**src/rtl/pm_evt_pkg.sv**
```systemverilog
package pm_evt_pkg;
  localparam int REG_W      = 16;
  localparam int OFS_STS    = 'h00;
  localparam int OFS_EN     = 'h02;
  localparam int OFS_CTL    = 'h04;
  localparam int OFS_TMR    = 'h08;

  localparam int B_TMR      = 0;
  localparam int B_GLOCK    = 5;
  localparam int B_PWRBTN   = 8;
  localparam int B_RTC      = 10;
  localparam int B_WAKE     = 15;

  localparam int C_SCIEN    = 0;
  localparam int C_SLPEN    = 13;
  localparam int C_SLPTYP   = 10;

  localparam logic [REG_W-1:0] SCI_MASK =
    (16'h1 << B_TMR) | (16'h1 << B_GLOCK) | (16'h1 << B_PWRBTN) | (16'h1 << B_RTC);
  localparam logic [REG_W-1:0] STS_IMPL =
    (16'h1 << B_TMR) | (16'h1 << B_PWRBTN) | (16'h1 << B_WAKE);

  localparam logic [7:0] APM_ON  = 8'hF1;
  localparam logic [7:0] APM_OFF = 8'hF0;

  localparam logic [2:0] SLP_SOFTOFF = 3'd0;
  localparam logic [2:0] SLP_SUSPEND = 3'd1;

  function automatic logic [2:0] sleep_kind(input logic [REG_W-1:0] v);
    return v[C_SLPTYP +: 3];
  endfunction
endpackage

```
**src/rtl/pm_evt_timer.sv**
```systemverilog
module pm_evt_timer #(
  parameter int TMR_W = 24,
  parameter int CNT_W = 32
) (
  input  logic             clk,
  input  logic             rst_n,
  input  logic             tick,
  input  logic             rearm,
  output logic [CNT_W-1:0] cnt_o,
  output logic             hit
);
  localparam logic [CNT_W-1:0] HALF = {{(CNT_W-1){1'b0}}, 1'b1} << (TMR_W-1);

  logic [CNT_W-1:0] cnt_q;
  logic [CNT_W-1:0] mark_q;

  // Next half-range boundary strictly above c.
  function automatic logic [CNT_W-1:0] next_mark(input logic [CNT_W-1:0] c);
    return (c + HALF) & ~(HALF - 1'b1);
  endfunction

  always_ff @(posedge clk) begin
    if (!rst_n) begin
      cnt_q  <= '0;
      mark_q <= HALF;
    end else begin
      if (tick)  cnt_q  <= cnt_q + 1'b1;
      if (rearm) mark_q <= next_mark(cnt_q);
    end
  end

  assign cnt_o = cnt_q;
  assign hit   = (cnt_q >= mark_q);

  // one step per tick
  assert_tick_step_R3: assert property (@(posedge clk) disable iff (!rst_n)
    tick |=> (cnt_q == $past(cnt_q) + 1'b1));
  // the re-armed mark lies above the old count, on a boundary
  assert_rearm_mark_R6: assert property (@(posedge clk) disable iff (!rst_n)
    rearm |=> ((mark_q > $past(cnt_q)) && ((mark_q & (HALF - 1'b1)) == '0)));
endmodule

```
**src/rtl/pm_evt_status.sv**
```systemverilog
module pm_evt_status
  import pm_evt_pkg::*;
(
  input  logic             clk,
  input  logic             rst_n,
  input  logic [REG_W-1:0] set_vec,
  input  logic [REG_W-1:0] clr_vec,
  output logic [REG_W-1:0] sts_o
);
  logic [REG_W-1:0] sts_q;

  // Set wins over a same-cycle clear; unimplemented bits stay zero.
  always_ff @(posedge clk) begin
    if (!rst_n) sts_q <= '0;
    else        sts_q <= ((sts_q & ~clr_vec) | set_vec) & STS_IMPL;
  end

  assign sts_o = sts_q;

  // timer status only rises from a timer event
  assert_tmr_rise_R4: assert property (@(posedge clk) disable iff (!rst_n)
    $rose(sts_q[B_TMR]) |-> $past(set_vec[B_TMR]));
  // a cleared bit without a new event reads zero next cycle
  assert_w1c_R5: assert property (@(posedge clk) disable iff (!rst_n)
    (clr_vec[B_PWRBTN] && !set_vec[B_PWRBTN]) |=> !sts_q[B_PWRBTN]);
endmodule

```
**src/rtl/pm_evt_ctrl.sv**
```systemverilog
module pm_evt_ctrl
  import pm_evt_pkg::*;
(
  input  logic             clk,
  input  logic             rst_n,
  input  logic             wr_ctl,
  input  logic [REG_W-1:0] wdata,
  input  logic             apm_valid,
  input  logic [7:0]       apm_cmd,
  output logic [REG_W-1:0] ctl_o,
  output logic             wake_set,
  output logic             shutdown_req,
  output logic             reset_req,
  output logic             s3_ind
);
  logic [REG_W-1:0] ctl_q;
  logic             slp_go;
  logic [2:0]       slp_kind;
  logic             off_go;

  assign slp_go   = wr_ctl && wdata[C_SLPEN];
  assign slp_kind = sleep_kind(wdata);
  assign off_go   = slp_go && (slp_kind == SLP_SOFTOFF);
  assign wake_set = slp_go && (slp_kind == SLP_SUSPEND);

  always_ff @(posedge clk) begin
    if (!rst_n) begin
      ctl_q        <= '0;
      shutdown_req <= 1'b0;
      reset_req    <= 1'b0;
      s3_ind       <= 1'b0;
    end else begin
      if (wr_ctl) ctl_q <= wdata & ~(16'h1 << C_SLPEN);
      if (apm_valid && apm_cmd == APM_ON)  ctl_q[C_SCIEN] <= 1'b1;
      if (apm_valid && apm_cmd == APM_OFF) ctl_q[C_SCIEN] <= 1'b0;
      shutdown_req <= off_go;
      reset_req    <= wake_set;
      s3_ind       <= wake_set;
    end
  end

  assign ctl_o = ctl_q;

  // sleep enable never stored
  assert_no_slpen_R9: assert property (@(posedge clk) disable iff (!rst_n)
    !ctl_q[C_SLPEN]);
  // power-off pulse only follows a sleep write
  assert_off_cause_R10: assert property (@(posedge clk) disable iff (!rst_n)
    shutdown_req |-> $past(wr_ctl && wdata[C_SLPEN]));
  // reset request and suspend flag travel together
  assert_resume_pair_R11: assert property (@(posedge clk) disable iff (!rst_n)
    reset_req |-> (s3_ind && !shutdown_req));
  // enable command sets the interrupt-enable bit
  assert_apm_on_R13: assert property (@(posedge clk) disable iff (!rst_n)
    (apm_valid && apm_cmd == APM_ON) |=> ctl_q[C_SCIEN]);
endmodule

```
**src/rtl/pm_evt_block.sv**
```systemverilog
module pm_evt_block
  import pm_evt_pkg::*;
#(
  parameter int ADDR_W = 8,
  parameter int RD_W   = 32,
  parameter int TMR_W  = 24
) (
  input  logic              clk,
  input  logic              rst_n,
  input  logic              tick_en,
  input  logic              bus_wr,
  input  logic [ADDR_W-1:0] bus_addr,
  input  logic [REG_W-1:0]  bus_wdata,
  output logic [RD_W-1:0]   bus_rdata,
  input  logic              gpe_req,
  input  logic              pwrbtn_evt,
  input  logic              apm_valid,
  input  logic [7:0]        apm_cmd,
  output logic              sci,
  output logic              shutdown_req,
  output logic              reset_req,
  output logic              s3_ind
);
  localparam int CNT_W = TMR_W + 8;

  logic              sel_sts, sel_en, sel_ctl, sel_tmr;
  logic              wr_sts, wr_en, wr_ctl;
  logic [REG_W-1:0]  en_q;
  logic [REG_W-1:0]  sts;
  logic [REG_W-1:0]  ctl;
  logic [REG_W-1:0]  set_vec, clr_vec;
  logic [CNT_W-1:0]  cnt;
  logic              tmr_hit;
  logic              tmr_rearm;
  logic              wake_set;
  logic              pb_event;

  assign sel_sts = (bus_addr == ADDR_W'(OFS_STS));
  assign sel_en  = (bus_addr == ADDR_W'(OFS_EN));
  assign sel_ctl = (bus_addr == ADDR_W'(OFS_CTL));
  assign sel_tmr = (bus_addr == ADDR_W'(OFS_TMR));

  assign wr_sts = bus_wr && sel_sts;
  assign wr_en  = bus_wr && sel_en;
  assign wr_ctl = bus_wr && sel_ctl;

  // Clearing a pending overflow re-arms the mark.
  assign tmr_rearm = wr_sts && bus_wdata[B_TMR] && sts[B_TMR];
  assign pb_event  = pwrbtn_evt && en_q[B_PWRBTN];

  always_comb begin
    set_vec           = '0;
    set_vec[B_TMR]    = tmr_hit && !tmr_rearm;
    set_vec[B_PWRBTN] = pb_event || wake_set;
    set_vec[B_WAKE]   = wake_set;
    clr_vec           = wr_sts ? bus_wdata : '0;
  end

  always_ff @(posedge clk) begin
    if (!rst_n)     en_q <= '0;
    else if (wr_en) en_q <= bus_wdata;
  end

  pm_evt_timer #(.TMR_W(TMR_W), .CNT_W(CNT_W)) u_timer (
    .clk   (clk),
    .rst_n (rst_n),
    .tick  (tick_en),
    .rearm (tmr_rearm),
    .cnt_o (cnt),
    .hit   (tmr_hit)
  );

  pm_evt_status u_status (
    .clk     (clk),
    .rst_n   (rst_n),
    .set_vec (set_vec),
    .clr_vec (clr_vec),
    .sts_o   (sts)
  );

  pm_evt_ctrl u_ctrl (
    .clk          (clk),
    .rst_n        (rst_n),
    .wr_ctl       (wr_ctl),
    .wdata        (bus_wdata),
    .apm_valid    (apm_valid),
    .apm_cmd      (apm_cmd),
    .ctl_o        (ctl),
    .wake_set     (wake_set),
    .shutdown_req (shutdown_req),
    .reset_req    (reset_req),
    .s3_ind       (s3_ind)
  );

  assign sci = (|(sts & en_q & SCI_MASK)) || gpe_req;

  always_comb begin
    bus_rdata = '0;
    if (sel_sts) bus_rdata = RD_W'(sts);
    if (sel_en)  bus_rdata = RD_W'(en_q);
    if (sel_ctl) bus_rdata = RD_W'(ctl);
    if (sel_tmr) bus_rdata = RD_W'(cnt[TMR_W-1:0]);
  end

  // hotplug request always reaches the interrupt
  assert_gpe_sci_R8: assert property (@(posedge clk) disable iff (!rst_n)
    gpe_req |-> sci);
  // power-button status rises only on an enabled press or a resume
  assert_pb_gate_R12: assert property (@(posedge clk) disable iff (!rst_n)
    $rose(sts[B_PWRBTN]) |-> $past((pwrbtn_evt && en_q[B_PWRBTN]) || wake_set));
  // unmapped offsets read zero
  assert_unmapped_R2: assert property (@(posedge clk) disable iff (!rst_n)
    !(sel_sts || sel_en || sel_ctl || sel_tmr) |-> (bus_rdata == '0));
endmodule

```
**config.mk**
```make
export PLATFORM = sky130hd
export DESIGN_NAME = pm_evt_block
export DESIGN_NICKNAME = d
export VERILOG_FILES = /design/src/rtl/pm_evt_pkg.sv /design/src/rtl/pm_evt_timer.sv /design/src/rtl/pm_evt_status.sv /design/src/rtl/pm_evt_ctrl.sv /design/src/rtl/pm_evt_block.sv
export SDC_FILE = /design/constraint.sdc
export NUM_CORES = 1
export LEC_CHECK = 0
export ABC_AREA = 1
export BUFFER_PORTS_ARGS = -buffer_cell sky130_fd_sc_hd__clkbuf_2
export CAP_MARGIN = 20
export CORE_MARGIN = 5
export CORE_UTILIZATION = 55
export DETAILED_ROUTE_END_ITERATION = 12
export PLACE_DENSITY = 0.82
export SETUP_SLACK_MARGIN = 0.4
export SKIP_CTS_REPAIR_TIMING = 1
export SYNTH_ARGS = -nofsm -noshare
export SYNTH_HDL_FRONTEND = slang
export SYNTH_SLANG_ARGS = --single-unit
```
**constraint.sdc**
```tcl
create_clock -name clk -period 3.77 [get_ports clk]
set_clock_uncertainty 0.2 [all_clocks]
set_input_delay 0.377 -clock clk [delete_from_list [all_inputs] [get_ports clk]]
set_output_delay 0.377 -clock clk [all_outputs]
set_load 0.01 [all_outputs]
```
==> results by group, run 1 <==
Floorplanning
  • IO Count: 75
  • Die width: between 90 and 100 um
  • Starting Density: ~57%
  • Die area: about 10000 um2
  • FP Rows: 32
  • Die H: 99.8 um
  • Core area: a little under 8000 um2

Power and ir drop
  • Pwr Density: ~310 nW/um2
  • Worst vdd ir: between 150 and 200 uV
  • Total power: about 1.5 mW
  • Leakage dissipation: 2.18 nW

Flow run
  • Max_cap viols: 0

CTS
  • Clock Latency Late Sink: about 360 ps
  • H-tree lvl count: 3
  • CTS tree: done
  • TritonCTS Sinks: between 70 and 80
  • CTS Buf Count: 9
  • CTS max path bufs: 2
  • Worst-path clk slew: approximately 80 ps
  • Root Buffer: clkbuf_8

Timing
  • Hold WS: between 30 and 40 ps
  • Final period util: 70.3%
  • Fin. max-slew vios: 0
  • Final Critical Period: 2650 ps
  • Relative slew slack: about 53%
  • Final TNS setup: 0 ps
  • Slew @ Worst Pin: 709 ps
  • Final setup vio count: 0
  • Timing-limited maximum frequency: between 300 and 400 MHz
  • RSZ-0062 raised after global routing: no
  • Final hold violation count: 0

Logic synthesis
  • Synthesized-area fraction occupied by and/or/nand/nor cells: between 40% and 50%
  • Mapped Avg Cell Area: 6.72 um2
  • Largest family of logic cells by synthesized area: simple AND/OR/NAND/NOR gates
  • Yosys reg bits: 77
  • Synthesized netlist cell count: between 600 and 700
  • Post-synthesis mux area share: 0%
  • Synth cell types: 41
  • Post-synthesis xor/xnor area fraction: 1.58%
  • Adder-Cell Fraction of Synth Area: 3.39%
  • Yosys warns: 0
  • Synth Area in Compound Gates: 9.45%
  • Cell Area, Synth: 4440 um2
  • Sequential area share after synthesis: a little over a third

Setup path
  • Buf+Inv Stages, Crit Path: 4
  • Critical path's slowest cell: nand4_1
  • Critical path depth in cells: 8
  • Setup crit end: bus_rdata[11]
  • Critical path required time: 3190 ps
  • Crit path launch type: input pin
  • CP Class: input pin to output pin
  • Critical path startpoint: bus_addr[7]
  • CP peak stage delay: around 560 ps
  • CP delay by family, top: simple AND/OR/NAND/NOR gates
  • CP Cell Sequence: clkbuf_2, nor2_2, nand3_2, inv_2, nand4_1, o22ai_1, inv_1, clkbuf_2
  • CP Capture Type: output pin
  • Reg2reg setup slack: 1850 ps
  • WP data arrival: a little over 2000 ps
  • Max Fanout on Critical Path: 15
  • R2r worst-path depth: 6
  • Top cell by count, worst path: clkbuf_2
  • Origin of the critical flop-to-flop path: u_timer.cnt_o[1]
  • RR Endpoint: u_timer.cnt_o[14]

Route
  • DR iter-0 viols: between 200 and 300
  • WL/cell: 13.6 um
  • WL final: ~11 mm
  • Via Count: ~4400
  • DRT antenna net count: 0
  • DRC: 0
  • Number of vias per cell: 5.33
  • Initial DRT Pass Iterations: 6

Global route
  • Largest net degree at the start of global routing: 34
  • First-pass GRT wire length: 19.0 mm
  • Initial antenna violation count: 0
  • All-Layer GR Usage: 23.3%
  • Total grt overflow: 0
  • Vias in the first global route: between 4000 and 5000

Placement
  • Port Buffers: 66
  • Post-DP HPWL: around 8.4 mm
  • Gpl congestion: 0.861
  • Area after DPL: approximately 4700 um2

Hold path
  • HP Class: input pin to flip-flop

Cells and area
  • Post-Layout Inst Area: between 4000 and 5000 um2
  • Antenna cells: 0
  • Share of layout cells above drive strength 1: 18.8%
  • Filler cells: 737
  • Nets: approximately 770
  • Area growth, synth to finish: 11.2%
  • Final Core Density: between 60% and 70%

Run status
  • Outcome: completed
==> through the flow <==
step | setup slack [ps] | std cells
finish | 1120 | 824
global route | 985 | 824
CTS | 1130 | 824
detailed placement | 1130 | 808
global placement | 1220 | 808
floorplan | 1860 | 667
==> sequential cells by signal, indices dropped and copies added, names as in the netlist <==
register,flops
u_timer.cnt_o,32
u_ctrl.reset_req,1
u_ctrl.shutdown_req,1
u_ctrl.ctl_o,15
u_timer.mark_q,9
u_status.sts_o,3
en_q,16
==> final cells by class <==
cell class | count | area, um2 | share of cell area (%)
tap | 102 | 128 | 2.59
clock buffer | 13 | 169 | 3.43
inverter | 72 | 274 | 5.56
sequential | 77 | 1540 | 31.3
timing repair buffer | 67 | 338 | 6.85
clock inverter | 3 | 18.8 | 0.381
multi-input combinational | 490 | 2460 | 49.9
==> placed cells by master, fill, tap and decap left out, drive strengths merged, types with 2 or more instances in the layout <==
| cell type | count |
|---|---|
| nor2 | 154 |
| nand2 | 139 |
| clkbuf | 79 |
| dfxtp | 77 |
| inv | 71 |
| nand3 | 55 |
| o21ai | 43 |
| a21oi | 25 |
| nor3 | 19 |
| nand4 | 13 |
| ha | 12 |
| conb | 8 |
| xnor2 | 4 |
| xor2 | 4 |
| clkinv | 4 |
| o21a | 3 |
| nand3b | 2 |
| a211oi | 2 |
==> power by group <==
group / leakage (nW) / internal, mW / switching [mW] / total (mW)
sequential: 0.621 / 0.815 / 0.00377 / 0.819
combinational: 1.46 / 0.0270 / 0.0523 / 0.0793
clock: 0.0994 / 0.293 / 0.314 / 0.607
==> per-layer routing <==
| layer | vias to the layer above | GRT usage (%) | share of wire (%) |
|---|---|---|---|
| li1 | 2208 | - | - |
| met1 | 2010 | 30.5 | 43 |
| met2 | 156 | 38.6 | 49 |
| met3 | 21 | 3.96 | 6.7 |
| met4 | 0 | 8.51 | 1.6 |
| met5 | - | 0 | 0 |
==> how the worst min path moves through the flow <==
stage	startpoint	end	slack, ps	depth (start not counted)
6_report	bus_wdata[10]	u_ctrl.shutdown_req	40	2
2_1_floorplan	u_ctrl.ctl_o[10]	u_ctrl.ctl_o[10]	230	2
4_1_cts	bus_wdata[10]	u_ctrl.shutdown_req	30	2
3_5_place_dp	u_status.sts_o[15]	u_status.sts_o[15]	260	2
3_3_place_gp	u_ctrl.ctl_o[10]	u_ctrl.ctl_o[10]	240	2
5_1_grt	bus_wdata[10]	u_ctrl.shutdown_req	30	2
==> cells by family (layout without fill, tap and decap cells) <==
| family | Yosys count | in the layout |
|---|---|---|
| fa+ha+maj | 12 | 12 |
| simple gates | 385 | 385 |
| buf+inv | 100 | 155 |
| flops | 77 | 77 |
| other cells | 1 | 8 |
| xor+xnor | 8 | 8 |
| compound gates | 77 | 77 |
==> synth_stat cells, drive strengths merged <==
cell	number	area [um2]
nand4	13	81.3
o22ai	1	6.26
o21a	3	22.5
o211ai	1	7.51
conb	1	3.75
nor2	154	689
nand3	55	300
nand2	139	554
o21ai	43	215
or2	1	6.26
nand3b	2	15.0
a211oi	2	15.0
clkbuf	5	18.8
a221o	1	10.0
xor2	4	35.0
xnor2	4	35.0
buf	23	165
ha	12	150
inv	71	269
a21oi	25	136
a31oi	1	6.26
nor3b	1	12.5
nor3	19	128
dfxtp	77	1540
nor4	1	6.26
clkinv	1	5.00
(Power assumes the default switching activity.)
==> run 2: changes to the inputs <==
==> constraint.sdc (replaced) <==
create_clock -name clk -period 2.54 [get_ports clk]
set_clock_uncertainty 0.2 [all_clocks]
set_input_delay 0.254 -clock clk [delete_from_list [all_inputs] [get_ports clk]]
set_output_delay 0.254 -clock clk [all_outputs]
set_load 0.01 [all_outputs]
==> results by group, run 2 (synthesized netlist as in run 1, its figures left out) <==
Timing
  • Timing-limited maximum frequency: slightly above 500 MHz
  • Final Critical Period: a little under 2000 ps
  • RSZ-0062 raised after global routing: no
  • Fin. max-slew vios: 0 (unchanged)
  • Hold WS: 25.1 ps (-10.4 ps)
  • Final TNS setup: 0 ps (unchanged)
  • Final setup vio count: 0 (unchanged)
  • Slew @ Worst Pin: 624 ps (-85.1 ps)
  • Relative slew slack: 58.4% (+5.8 points)
  • Final hold violation count: 0 (unchanged)
  • Final period util: about four fifths

Global route
  • All-Layer GR Usage: 22.8% (-0.50 points)
  • Total grt overflow: 0 (unchanged)
  • Initial antenna violation count: 0 (unchanged)
  • Vias in the first global route: 4131 (-0.98%)
  • First-pass GRT wire length: 18.6 mm (-1.9%)
  • Largest net degree at the start of global routing: 43 (+26%)

Placement
  • Port Buffers: 66 (unchanged)
  • Cells after DPL: 809 (+0.12%)
  • Post-DP HPWL: 8.53 mm (+2.1%)
  • Gpl congestion: 0.902 (+4.7%)

Route
  • WL final: 11.5 mm (+2.1%)
  • WL/cell: 13.6 um (about the same)
  • DRT antenna net count: 0 (unchanged)
  • Number of vias per cell: 5.29 (-0.87%)
  • Via Count: 4452 (+1.3%)
  • Initial DRT Pass Iterations: 5 (-1)
  • DRC: 0 (unchanged)
  • DR iter-0 viols: 269 (-9.4%)

CTS
  • H-tree lvl count: 3 (unchanged)
  • CTS tree: done
  • CTS Buf Count: 9 (unchanged)
  • Worst-path clk slew: 90 ps (about the same)
  • CTS max path bufs: 2 (unchanged)
  • TritonCTS Sinks: 77 (unchanged)
  • Root Buffer: clkbuf_8
  • Clock Latency Late Sink: 360 ps (about the same)

Setup path
  • CP Class: input pin to output pin
  • WP data arrival: 1530 ps (-540 ps)
  • CP Capture Type: output pin
  • Crit path launch type: input pin
  • Max Fanout on Critical Path: 17 (+2)
  • Critical path required time: 2090 ps (-1100 ps)

Power and ir drop
  • Sw Ratio: 26.1% (+1.5 points)
  • Reg power frac: 55.1% (+0.7 points)
  • Int Pwr: 1.63 mW (+44%)
  • Leakage dissipation: 2.23 nW (+2.3%)
  • Net Switching: 0.575 mW (+55%)
  • Pwr Density: 432 nW/um2 (+41%)
  • Clock share of power: 38.4% (-1.9 points)
  • Worst vdd ir: 446 uV (+130%)
  • Combinational fraction of design power: 6.5% (+1.2 points)

Cells and area
  • Share of layout cells above drive strength 1: 18.9% (+0.082 points)
  • Max FFs per register: 32 (unchanged)
  • Finished Layout Cells: 842 (+2.2%)
  • Area growth, synth to finish: 15.1%
  • Commonest non-fill, non-tap cell in the layout: nand2_1
  • Commonest non-fill, non-tap cells in the layout: nand2_1 (130), nor2_1 (129), dfxtp_1 (77), clkbuf_2 (66), inv_1 (64)
  • Nets: 786 (+2.3%)
  • Antenna cells: 0 (unchanged)

Floorplanning
  • Die area: 9960 um2 (unchanged)
  • FP Rows: 32 (unchanged)
  • Core area: 7810 um2 (unchanged)
  • Starting Density: 56.8% (unchanged)
  • Die H: 99.8 um (unchanged)
  • Die width: 99.8 um (unchanged)
  • IO Count: 75 (unchanged)

Hold path
  • HP Class: input pin to flip-flop

Flow run
  • Max_cap viols: 0 (unchanged)

Run status
  • Outcome: completed
[run 2: changes by cell type in the layout (fill, tap and decap cells not counted), sizes merged]
cell,delta
clkinvlp,+2
buf,+1
clkbuf,-3
clkinv,+1
dlygate4sd3,+17
[run 2: critical path: stages]
cell      delay [ps]
clkbuf_2         120
nor2_4           160
nand3_2          100
nor2_4           380
nand2_1           90
nand3_1           90
nor2_1            40
nor2_1           120
clkbuf_2         160
[run 2: final cells by class]
type,instances,area (um2)
clock inverter,6,47.5
clock buffer,10,128
fill,704,2700
tap,102,128
timing repair buffer,85,515
inverter,72,278
sequential,77,1540
multi-input combinational,490,2470
[run 2: metrics by stage]
stage	utilization, %	instance area [um2]	setup WS (ps)	power [mW]
final	65.4	5100	557	2.20
after global routing	65.4	5100	441	2.28
after CTS	63.1	4930	471	2.19
after detailed placement	60.8	4750	474	1.36
after global placement	60.8	4750	528	1.36
after floorplan	-	4460	876	1.32
[run 2: worst paths after layout]
check	from	to	slack [ps]	depth (start not counted)
worst min-delay path	apm_valid	u_ctrl.ctl_o[0]	30	4
worst max-delay path	bus_addr[1]	bus_rdata[15]	560	9
worst max register to register	u_timer.cnt_o[1]	u_timer.cnt_o[24]	630	8
worst min register to register	u_timer.mark_q[23]	u_timer.mark_q[23]	270	2
[run 2: per-layer routing]
metal / vias up / share of wire [%] / track usage [%]
met3: 22 / 6.4 / 5.21
met2: 137 / 50 / 38.7
li1: 2252 / - / -
met5: - / 0 / 0
met1: 2041 / 42 / 28.6
met4: 0 / 1.9 / 7.35
[run 2: power groups by stage]
stage          clock network, mW  registers (mW)  logic (mW)
2_1_floorplan                  0            1.24      0.0741
3_3_place_gp                   0            1.24       0.113
3_5_place_dp                   0            1.24       0.120
4_1_cts                    0.858            1.22       0.120
5_1_grt                    0.903            1.22       0.157
6_report                   0.845            1.22       0.143
